===== src/rtl/bpf_pkg.sv =====
package bpf_pkg;
    localparam int COEF_W    = 16;
    localparam int COEF_FRAC = 14;
    localparam int N_BANDS   = 8;
    localparam int IDX_W     = $clog2(N_BANDS);

    typedef logic signed [COEF_W-1:0] coef_t;

    localparam coef_t B_COEF  = 16'sd1984;
    localparam coef_t A2_COEF = -16'sd14400;

    // pole-pair feedback term; index 0 sits lowest in frequency
    function automatic coef_t band_a1(input logic [IDX_W-1:0] k);
        case (k)
            3'd0:    return 16'sd28000;
            3'd1:    return 16'sd24000;
            3'd2:    return 16'sd18000;
            3'd3:    return 16'sd11000;
            3'd4:    return 16'sd3000;
            3'd5:    return -16'sd6000;
            3'd6:    return -16'sd15000;
            default: return -16'sd24000;
        endcase
    endfunction
endpackage


===== src/rtl/bpf_debounce.sv =====
module bpf_debounce #(
    parameter int DEB_CYCLES = 65535
) (
    input  logic clk,
    input  logic rst,
    input  logic btn,
    output logic press
);
    localparam int CW = $clog2(DEB_CYCLES + 1);

    typedef struct packed {
        logic [1:0]    sync;
        logic          stable;
        logic [CW-1:0] cnt;
        logic          press;
    } deb_t;

    deb_t deb_d, deb_q;

    always_comb begin
        deb_d       = deb_q;
        deb_d.sync  = {deb_q.sync[0], btn};
        deb_d.press = 1'b0;
        if (deb_q.sync[1] != deb_q.stable) begin
            if (deb_q.cnt == CW'(DEB_CYCLES - 1)) begin
                deb_d.stable = deb_q.sync[1];
                deb_d.cnt    = '0;
                deb_d.press  = deb_q.sync[1];
            end else begin
                deb_d.cnt = deb_q.cnt + 1'b1;
            end
        end else begin
            deb_d.cnt = '0;
        end
    end

    always_ff @(posedge clk) begin
        if (rst) deb_q <= '0;
        else     deb_q <= deb_d;
    end

    assign press = deb_q.press;
endmodule


===== src/rtl/bpf_band_sel.sv =====
module bpf_band_sel
    import bpf_pkg::*;
(
    input  logic             clk,
    input  logic             rst,
    input  logic             step_up,
    input  logic             step_dn,
    input  logic             stb,
    output coef_t            a1,
    output coef_t            a2,
    output logic [IDX_W-1:0] band
);
    typedef struct packed {
        logic [IDX_W-1:0] pend;
        logic [IDX_W-1:0] act;
    } sel_t;

    sel_t sel_d, sel_q;

    always_comb begin
        sel_d = sel_q;
        if (step_up && !step_dn && sel_q.pend != IDX_W'(N_BANDS - 1))
            sel_d.pend = sel_q.pend + 1'b1;
        else if (step_dn && !step_up && sel_q.pend != '0)
            sel_d.pend = sel_q.pend - 1'b1;
        if (stb)
            sel_d.act = sel_q.pend;
    end

    always_ff @(posedge clk) begin
        if (rst) sel_q <= '0;
        else     sel_q <= sel_d;
    end

    assign a1   = band_a1(sel_q.act);
    assign a2   = A2_COEF;
    assign band = sel_q.act;
endmodule


===== src/rtl/bpf_datapath.sv =====
module bpf_datapath
    import bpf_pkg::*;
#(
    parameter int DATA_W  = 12,
    parameter int STATE_W = 24
) (
    input  logic                     clk,
    input  logic                     rst,
    input  logic                     stb,
    input  logic signed [DATA_W-1:0] din,
    input  coef_t                    a1,
    input  coef_t                    a2,
    output logic signed [DATA_W-1:0] dout
);
    localparam int FRAC_X = STATE_W - DATA_W;
    localparam int PB_W   = COEF_W + DATA_W;
    localparam int PY_W   = COEF_W + STATE_W;
    localparam int ACC_W  = PY_W + 2;

    localparam logic signed [ACC_W-1:0] S_MAX_A =
        {{(ACC_W-STATE_W+1){1'b0}}, {(STATE_W-1){1'b1}}};
    localparam logic signed [ACC_W-1:0] S_MIN_A =
        {{(ACC_W-STATE_W+1){1'b1}}, {(STATE_W-1){1'b0}}};
    localparam logic signed [STATE_W-1:0] Y_MAX = {1'b0, {(STATE_W-1){1'b1}}};
    localparam logic signed [STATE_W-1:0] Y_MIN = {1'b1, {(STATE_W-1){1'b0}}};
    localparam logic signed [STATE_W:0] HALF_R =
        {{(STATE_W-FRAC_X+1){1'b0}}, 1'b1, {(FRAC_X-1){1'b0}}};
    localparam logic signed [STATE_W:0] O_MAX =
        {{(STATE_W-DATA_W+2){1'b0}}, {(DATA_W-1){1'b1}}};
    localparam logic signed [STATE_W:0] O_MIN =
        {{(STATE_W-DATA_W+2){1'b1}}, {(DATA_W-1){1'b0}}};

    typedef struct packed {
        logic signed [DATA_W-1:0]  x_d;
        logic signed [STATE_W-1:0] y1;
        logic signed [STATE_W-1:0] y2;
        logic signed [DATA_W-1:0]  out;
    } dp_t;

    dp_t dp_d, dp_q;

    logic signed [PB_W-1:0]    prod_b;
    logic signed [PY_W-1:0]    prod_1, prod_2;
    logic signed [ACC_W-1:0]   acc, acc_sh;
    logic signed [STATE_W-1:0] y_new;
    logic signed [STATE_W:0]   rnd, rnd_sh;
    logic signed [DATA_W-1:0]  o_new;

    always_comb begin
        prod_b = PB_W'(B_COEF) * PB_W'(dp_q.x_d);
        prod_1 = PY_W'(a1) * PY_W'(dp_q.y1);
        prod_2 = PY_W'(a2) * PY_W'(dp_q.y2);
        acc    = (ACC_W'(prod_b) <<< FRAC_X) + ACC_W'(prod_1) + ACC_W'(prod_2);
        acc_sh = acc >>> COEF_FRAC;

        if (acc_sh > S_MAX_A)      y_new = Y_MAX;
        else if (acc_sh < S_MIN_A) y_new = Y_MIN;
        else                       y_new = STATE_W'(acc_sh);

        rnd    = {y_new[STATE_W-1], y_new} + HALF_R;
        rnd_sh = rnd >>> FRAC_X;
        if (rnd_sh > O_MAX)      o_new = O_MAX[DATA_W-1:0];
        else if (rnd_sh < O_MIN) o_new = O_MIN[DATA_W-1:0];
        else                     o_new = DATA_W'(rnd_sh);

        dp_d = dp_q;
        if (stb) begin
            dp_d.x_d = din;
            dp_d.y1  = y_new;
            dp_d.y2  = dp_q.y1;
            dp_d.out = o_new;
        end
    end

    always_ff @(posedge clk) begin
        if (rst) dp_q <= '0;
        else     dp_q <= dp_d;
    end

    assign dout = dp_q.out;
endmodule


===== src/rtl/bpf_tunable.sv =====
module bpf_tunable
    import bpf_pkg::*;
#(
    parameter int DATA_W     = 12,
    parameter int STATE_W    = 24,
    parameter int SAMPLE_DIV = 64,
    parameter int DEB_CYCLES = 65535
) (
    input  logic                     clk,
    input  logic                     rst,
    input  logic signed [DATA_W-1:0] din,
    input  logic                     btn_up,
    input  logic                     btn_dn,
    output logic                     conv_clk,
    output logic                     sample_stb,
    output logic signed [DATA_W-1:0] dout,
    output logic [IDX_W-1:0]         band_idx
);
    localparam int CNT_W = $clog2(SAMPLE_DIV);
    localparam int N_BTN = 2;

    typedef struct packed {
        logic [CNT_W-1:0] cnt;
        logic             cclk;
    } tmr_t;

    tmr_t tmr_d, tmr_q;

    always_comb begin
        tmr_d = tmr_q;
        if (tmr_q.cnt == CNT_W'(SAMPLE_DIV - 1)) tmr_d.cnt = '0;
        else                                    tmr_d.cnt = tmr_q.cnt + 1'b1;
        tmr_d.cclk = (tmr_d.cnt < CNT_W'(SAMPLE_DIV / 2));
    end

    always_ff @(posedge clk) begin
        if (rst) begin
            tmr_q.cnt  <= '0;
            tmr_q.cclk <= 1'b1;
        end else begin
            tmr_q <= tmr_d;
        end
    end

    assign sample_stb = (tmr_q.cnt == CNT_W'(SAMPLE_DIV - 1));
    assign conv_clk   = tmr_q.cclk;

    logic [N_BTN-1:0] raw_btn, step;
    assign raw_btn = {btn_dn, btn_up};

    for (genvar i = 0; i < N_BTN; i++) begin : g_btn
        bpf_debounce #(.DEB_CYCLES(DEB_CYCLES)) u_deb (
            .clk   (clk),
            .rst   (rst),
            .btn   (raw_btn[i]),
            .press (step[i])
        );
    end

    coef_t a1_w, a2_w;

    bpf_band_sel u_sel (
        .clk     (clk),
        .rst     (rst),
        .step_up (step[0]),
        .step_dn (step[1]),
        .stb     (sample_stb),
        .a1      (a1_w),
        .a2      (a2_w),
        .band    (band_idx)
    );

    bpf_datapath #(.DATA_W(DATA_W), .STATE_W(STATE_W)) u_dp (
        .clk  (clk),
        .rst  (rst),
        .stb  (sample_stb),
        .din  (din),
        .a1   (a1_w),
        .a2   (a2_w),
        .dout (dout)
    );
endmodule


===== config.mk =====
export PLATFORM = sky130hd
export DESIGN_NAME = bpf_tunable
export DESIGN_NICKNAME = d
export VERILOG_FILES = /design/src/rtl/bpf_pkg.sv /design/src/rtl/bpf_debounce.sv /design/src/rtl/bpf_band_sel.sv /design/src/rtl/bpf_datapath.sv /design/src/rtl/bpf_tunable.sv
export SDC_FILE = /design/constraint.sdc
export NUM_CORES = 2
export LEC_CHECK = 0
export BUFFER_PORTS_ARGS = -buffer_cell sky130_fd_sc_hd__buf_4
export CAP_MARGIN = 20
export CORE_MARGIN = 5
export CORE_UTILIZATION = 30
export DETAILED_ROUTE_END_ITERATION = 8
export PLACE_DENSITY = 0.51
export SLEW_MARGIN = 20
export SYNTH_ARGS = -nofsm -noshare
export SYNTH_HDL_FRONTEND = slang
export SYNTH_SLANG_ARGS = --single-unit

===== constraint.sdc =====
create_clock -name clk -period 10.3 [get_ports clk]
set_clock_uncertainty 0.2 [all_clocks]
set_input_delay 0.515 -clock clk [delete_from_list [all_inputs] [get_ports clk]]
set_output_delay 0.515 -clock clk [all_outputs]
set_load 0.01 [all_outputs]

# After elaboration in Yosys (flattened, before gate mapping)
# Cells that the tools add are included.
[totals]
register_bits = 125
latchBits = 0
ramBits = 0
rom_bits = 0
input_bits = 16
output_inout_bits = 17
elab_cells = 71
n_memories = 0
[classes]
n_addsub = 8
n_mul = 3
n_div = 0
magnitude_cmp = 5
eq_ne = 12
n_shift = 0
mux = 8
bitwise = 4
reduce_logical = 15
[op_table]
columns = ["cell", "count"]
rows = [
  ["16-bit case mux with 7 select lines", 1],
  ["24-bit 2-to-1 mux", 2],
  ["41-bit by 39-bit adder with 42-bit output", 1],
  ["36-bit by 40-bit adder with 41-bit output", 1],
  ["16-bit by 24-bit multiplier with 40-bit output", 1],
  ["9-bit by 24-bit multiplier with 33-bit output (first input constant)", 1],
  ["16-bit by 1-bit adder with 16-bit output (second input constant)", 2],
  ["16-bit == test (second input constant)", 2],
  ["28-bit by 24-bit > comparator with 1-bit output (second input constant)", 1],
  ["28-bit by 24-bit < comparator with 1-bit output (second input constant)", 1],
  ["24-bit by 13-bit adder with 25-bit output (second input constant)", 1],
  ["12-bit 2-to-1 mux", 2],
  ["6-bit by 12-bit multiplier with 18-bit output (first input constant)", 1],
  ["13-bit by 12-bit > comparator with 1-bit output (second input constant)", 1],
  ["13-bit by 12-bit < comparator with 1-bit output (second input constant)", 1],
  ["3-bit OR reduction", 4],
  ["3-bit == test (second input constant)", 3],
  ["6-bit by 1-bit adder with 6-bit output (second input constant)", 1],
  ["3-bit by 2-bit == test with 1-bit output (second input constant)", 2],
  ["6-bit == test (second input constant)", 1],
  ["6-bit < comparator (second input constant)", 1],
  ["3-bit 2-to-1 mux", 2],
  ["6-bit 2-to-1 mux", 1],
  ["1-bit logical AND", 4],
  ["other kinds (11)", 17],
]

# Depth between registers and ports, before layout
[depth]
depth_word = 12
depth_mapped = 51
depth_no_buf = 49

# Hierarchy
# Synthesis repeated with hierarchy kept, for this count alone.
[unflattened]
cells_unflattened = 4026
hier_area_um2 = 36248.5
[by_module_without_submodules]
columns = ["module", "n_inst", "cells_per_inst", "area_each_um2", "seq_area_each_um2"]
rows = [
  ["bpf_datapath", 1, 3732, 33589.7, 1441.4],
  ["bpf_debounce", 2, 90, 849.6, 400.4],
  ["bpf_band_sel", 1, 88, 684.4, 120.1],
  ["bpf_tunable", 1, 26, 275.3, 140.1],
]

# Least setup slack after synthesis
# OpenSTA, ideal clock, no wires.
[synth_path]
kind = "flip-flop to flip-flop"
start = "register u_dp.dp_q[17] (netlist bit)"
end = "register u_dp.dp_q (netlist bit u_dp.dout[8])"
setup_time_ns = 0.146
arrival_ns = 10.857
required_time_ns = 9.954
setup_slack_ns = -0.903
stages_incl_launch_ff = 44
path_buffers = 2
synth_period_minus_slack_ns = 11.203
path_cell_list = "dfxtp_1 inv_1 fa_1 inv_1 fa_1 ha_1 fa_1 fa_1 ha_1 o21ai_0 a21boi_0 o22a_1 a2111oi_0 o31ai_1 o41ai_1 o21bai_1 nor2b_1 nor2_1 [... 8 more ...] fa_1 inv_1 ha_1 nand4_1 or4_1 o21ai_1 xnor2_1 or3_4 o21ai_2 buf_4 buf_2 nand2_1 nand2_1 ha_1 nand4_1 o311a_1 nand2_1 a211oi_2"
[synth_between]
elab_chain_cells = 9
elab_cells_between_ends = 11
classes_between = "add/sub (2); mul (1); order compare (4); mux (4)"
[synth_rtl]
columns = ["element", "line_no", "rtl"]
rows = [
  ["start, declared", "bpf_datapath.sv:40", "dp_t dp_d, dp_q;"],
  ["start signal, assigned", "bpf_datapath.sv:77", "else dp_q <= dp_d;"],
  ["9-bit by 24-bit multiplier with 33-bit output *", "bpf_datapath.sv:52", "prod_2 = PY_W'(a2) * PY_W'(dp_q.y2);"],
  ["41-bit by 39-bit adder with 42-bit output *", "bpf_datapath.sv:53", "acc = (ACC_W'(prod_b) <<< FRAC_X) + ACC_W'(prod_1) + ACC_W'(prod_2);"],
  ["28-bit by 24-bit < comparator with 1-bit output", "bpf_datapath.sv:57", "else if (acc_sh < S_MIN_A) y_new = Y_MIN;"],
  ["24-bit 2-to-1 mux", "bpf_datapath.sv:57", ""],
  ["24-bit 2-to-1 mux *", "bpf_datapath.sv:56", "if (acc_sh > S_MAX_A) y_new = Y_MAX;"],
  ["via u_dp.y_new[12]", "bpf_datapath.sv:45", "logic signed [STATE_W-1:0] y_new;"],
  ["24-bit by 13-bit adder with 25-bit output *", "bpf_datapath.sv:60", "rnd = {y_new[STATE_W-1], y_new} + HALF_R;"],
  ["13-bit by 12-bit < comparator with 1-bit output", "bpf_datapath.sv:63", "else if (rnd_sh < O_MIN) o_new = O_MIN[DATA_W-1:0];"],
  ["12-bit 2-to-1 mux", "bpf_datapath.sv:63", ""],
  ["12-bit 2-to-1 mux *", "bpf_datapath.sv:62", "if (rnd_sh > O_MAX) o_new = O_MAX[DATA_W-1:0];"],
]
# Mark *: on every way through the listed nets, which the timed path passes. The rest lies on a longest branch.
# A chain may end at the register's enable or synchronous reset.

# Worst setup path in the final report
[layout_path]
start = "register u_dp.dp_q[22] (netlist bit)"
end = "register u_dp.dp_q (netlist bit u_dp.dout[5])"
# Same word-level chain as after synthesis.

==> impl_results.md <==
- Status: complete, but fails checks
- Failing checks: negative setup slack
- Synth top area cells: fa_1, ha_1, dfxtp_1
- Crit-path max cell delay: 560 ps
- Row cnt: 104
- Synth cell types: 72
- Vias per cell: 4.48
- WP data arrival: 10730 ps
- Synth warnings: 0
- Worst Setup Start Kind: flip-flop
- Final WL: 61.6 mm
- Largest net degree at the start of global routing: 52
- Placed cells: 3924
- CTS max path bufs: 2
- Vias after detailed routing: 17900
- Fmax: 94.8 MHz
- Dominant synthesized flop cell: dfxtp_1
- Num CTS Buffers: 17
- Iter 0 DRT Violations: 787
- Final Max Tran Viols: 0
- Adder-Cell Fraction of Synth Area: 0.514
- Die area: 86900 um2
- CTS sink count: 125
- Hold-fix buffers, CTS: 0
- Io pins: 33
- Power share of the clock group: 0.550
- Vias in the first global route: 18700
- Hold Path Stages: 2
- Combinational Power Share: 0.015
- Fillers: 8340
- Nets: 3656
- IR drop worst, VDD: 0.120 mV
- Final setup viols: 13
- Top-area cell type share of the netlist area: 0.379
- Drt first pass iters: 5
- Clk pin slew, worst setup/hold paths: 60 ps
- Endpoint class of the critical path: flip-flop
- Area grow syn2layout: 17.2%
- Finished Layout Cells: 3989
- Async S/R FF share, synth: 0
- Worst-path fanout max: 5
- First-pass GRT wire length: 102 mm
- Die width: 295 um
- RSZ-0062 raised after global routing: yes
- Net load switching power: 282 uW
- PortBufs: 32
- Core footprint: 80500 um2
- Worst EP required: 10490 ps
- Hold Fails Final Rpt: 0
- Largest family of logic cells by synthesized area: adder cells
- Commonest non-fill, non-tap cell in the layout: inv_1
- Number of synthesized flops with an enable pin: 0
- Share of layout cells above drive strength 1: 0.162
- CTS H-Tree Depth: 4
- Share of the yosys chip area belonging to registers: 0.103
- Compound-gate portion of the synthesized area: 0.0776
- Flops & latches, synth: 125
- Net count after synthesis: 3480
- Global route overflow: 0
- CTS tree: built
- Root Buffer: clkbuf_16
- Cell Pwr Density: 39.1 nW/um2
- R2R depth: 40
- Worst-Margin Slew: 820 ps
- Power Total: 1110 uW
- Initial antenna violation count: 0
- Sw frac: 0.253
- Gr usage total: 0.147
- Most area-hungry cell type in the Yosys netlist: fa_1
- Fin crit share: 1.02
- GPL Wtd Cong: 0.833
- HP Class: input pin to flip-flop
- Slew HR: 0.452
- Clock insertion delay at the later pin of the skew report: 470 ps
- Most frequent CP cell: fa_1
- Post-DRT Antenna Nets: 0
- Initial core utilization: 0.302
- Fin Hold WS: 55.1 ps
- Post-DP HPWL: 49.4 mm
- Setup ws final: -244 ps
- Pleak: 0.0138 uW
- Post-Synth Simple-Gate Area: 0.143
- Die Y: 295 um
- Most frequent cells in the layout: inv_1, fa_1, nand2_1
- Synth Instances: 2740
- Int Pwr: 832 uW
- Critical-path top delay cell: fa_1
- Drt drc: 0
- Routed WL per cell: 15.4 um
- Post-Syn Area: 24300 um2
- Pre-CTS WS: -649 ps
- Inserted Diodes: 0
- Syn_area_per_cell: 8.88 um2
- Mux share of post-synthesis cell area: 0.00257
- MaxCap Viol Count: 0
- Final worst path period need: 10540 ps
- XOR/XNOR Fraction of Synth Area: 0.0444
- Reg power frac: 0.436
- Worst setup path class: flip-flop to flip-flop
power groups by stage:
stage,logic [uW],clock network [uW],registers [uW]
floorplan,8.47,0,497
global placement,16.5,0,497
detailed placement,16.7,0,497
CTS,16.7,639,486
global route,17.8,655,486
finish,16.2,612,486
Yosys cell counts (4+ instances only):
master and instances:
and3_1 39, fa_1 461, a21oi_1 127, dfxtp_1 125
o21ai_0 39, mux2i_1 4, o21ai_1 8, a31oi_1 6
nor2_1 131, buf_4 17, nor3_1 32, a21boi_0 5
a211oi_2 10, or2_2 24, nand2b_1 6, a21oi_2 4
xnor2_1 77, nand2_1 335, nand3_1 33, clkbuf_1 89
ha_1 263, a2111oi_0 4, and2_1 84, a211oi_1 13
a21o_1 17, o22ai_1 5, nor2b_1 18, xor2_1 42
inv_1 616, o21a_1 8, and4_1 7, o21bai_1 14
a41oi_1 6, nand4_1 12, or3_1 6, o211ai_1 4
buf_2 6
what timing repair did:
action                     4_1_cts  5_1_grt
resized for setup               25       70
pin swaps                       27       34
buffers inserted                20       18
cloned                           0        1
setup endpoints to repair       33       35
final timing paths:
check                                              start                  endpoint  slack (ps)
worst max-delay path                       u_dp.dp_q[22]              u_dp.dout[5]        -240
worst min-delay path                              btn_up  g_btn[0].u_deb.deb_d[19]          60
worst max register to register             u_dp.dp_q[22]              u_dp.dout[5]        -240
worst min register to register  g_btn[0].u_deb.deb_d[19]  g_btn[0].u_deb.deb_q[19]         240
registers in the layout (all words and copies together), names as in the netlist:
register           cells
conv_clk               1
g_btn.u_deb.deb_d      2
g_btn.u_deb.deb_q     36
g_btn.u_deb.press      2
tmr_q                  6
u_dp.dout             12
u_dp.dp_q             60
u_sel.band             3
u_sel.sel_q            3
kinds of logic (layout without fill, tap and decap cells):
group | after synthesis | after routing
and+or+nand+nor | 740 | 740
buffers and inverters | 731 | 920
adders and majority gates | 724 | 724
AOI/OAI and AO/OA | 293 | 293
DFF | 125 | 125
xor gates and xnor gates | 121 | 121
muxes | 6 | 6
layout make-up:
| type | count | area [um2] | share of cell area |
|---|---|---|---|
| clock buffers | 19 | 443 | 0.0155 |
| clock inverters | 13 | 128 | 0.00447 |
| inverters | 617 | 2320 | 0.0814 |
| multi-input cells | 1884 | 19700 | 0.689 |
| flip-flops and latches | 125 | 2520 | 0.0885 |
| well taps | 1060 | 1330 | 0.0465 |
| repair buffers | 271 | 2110 | 0.0741 |
metrics by stage:
step / util / instance area (um2) / setup TNS, ps
global route: 0.354 / 28500 / -11210
CTS: 0.349 / 28100 / -2190
detailed placement: 0.338 / 27200 / -8710
finish: 0.354 / 28500 / -2470
floorplan: - / 24600 / 0
global placement: 0.338 / 27200 / -7250
layer usage:
layer  up-vias  routed length, um  GRT usage
li1       8720                  -          -
met5         -                  0          0
met4         0                962     0.0303
met2       178              30800      0.253
met3        54               1450     0.0168
met1      8919              28400      0.202
worst max-delay path: cells and delay by family, from the launching register on:
kind	cells	cell delay (ps)
muxes	1	70
DFF	1	350
buffers and inverters	7	740
and+or+nand+nor	8	1670
adders and majority gates	13	5140
xor gates and xnor gates	2	230
AOI/OAI and AO/OA	9	2050
Note: power is estimated with default switching activity, not from simulation.
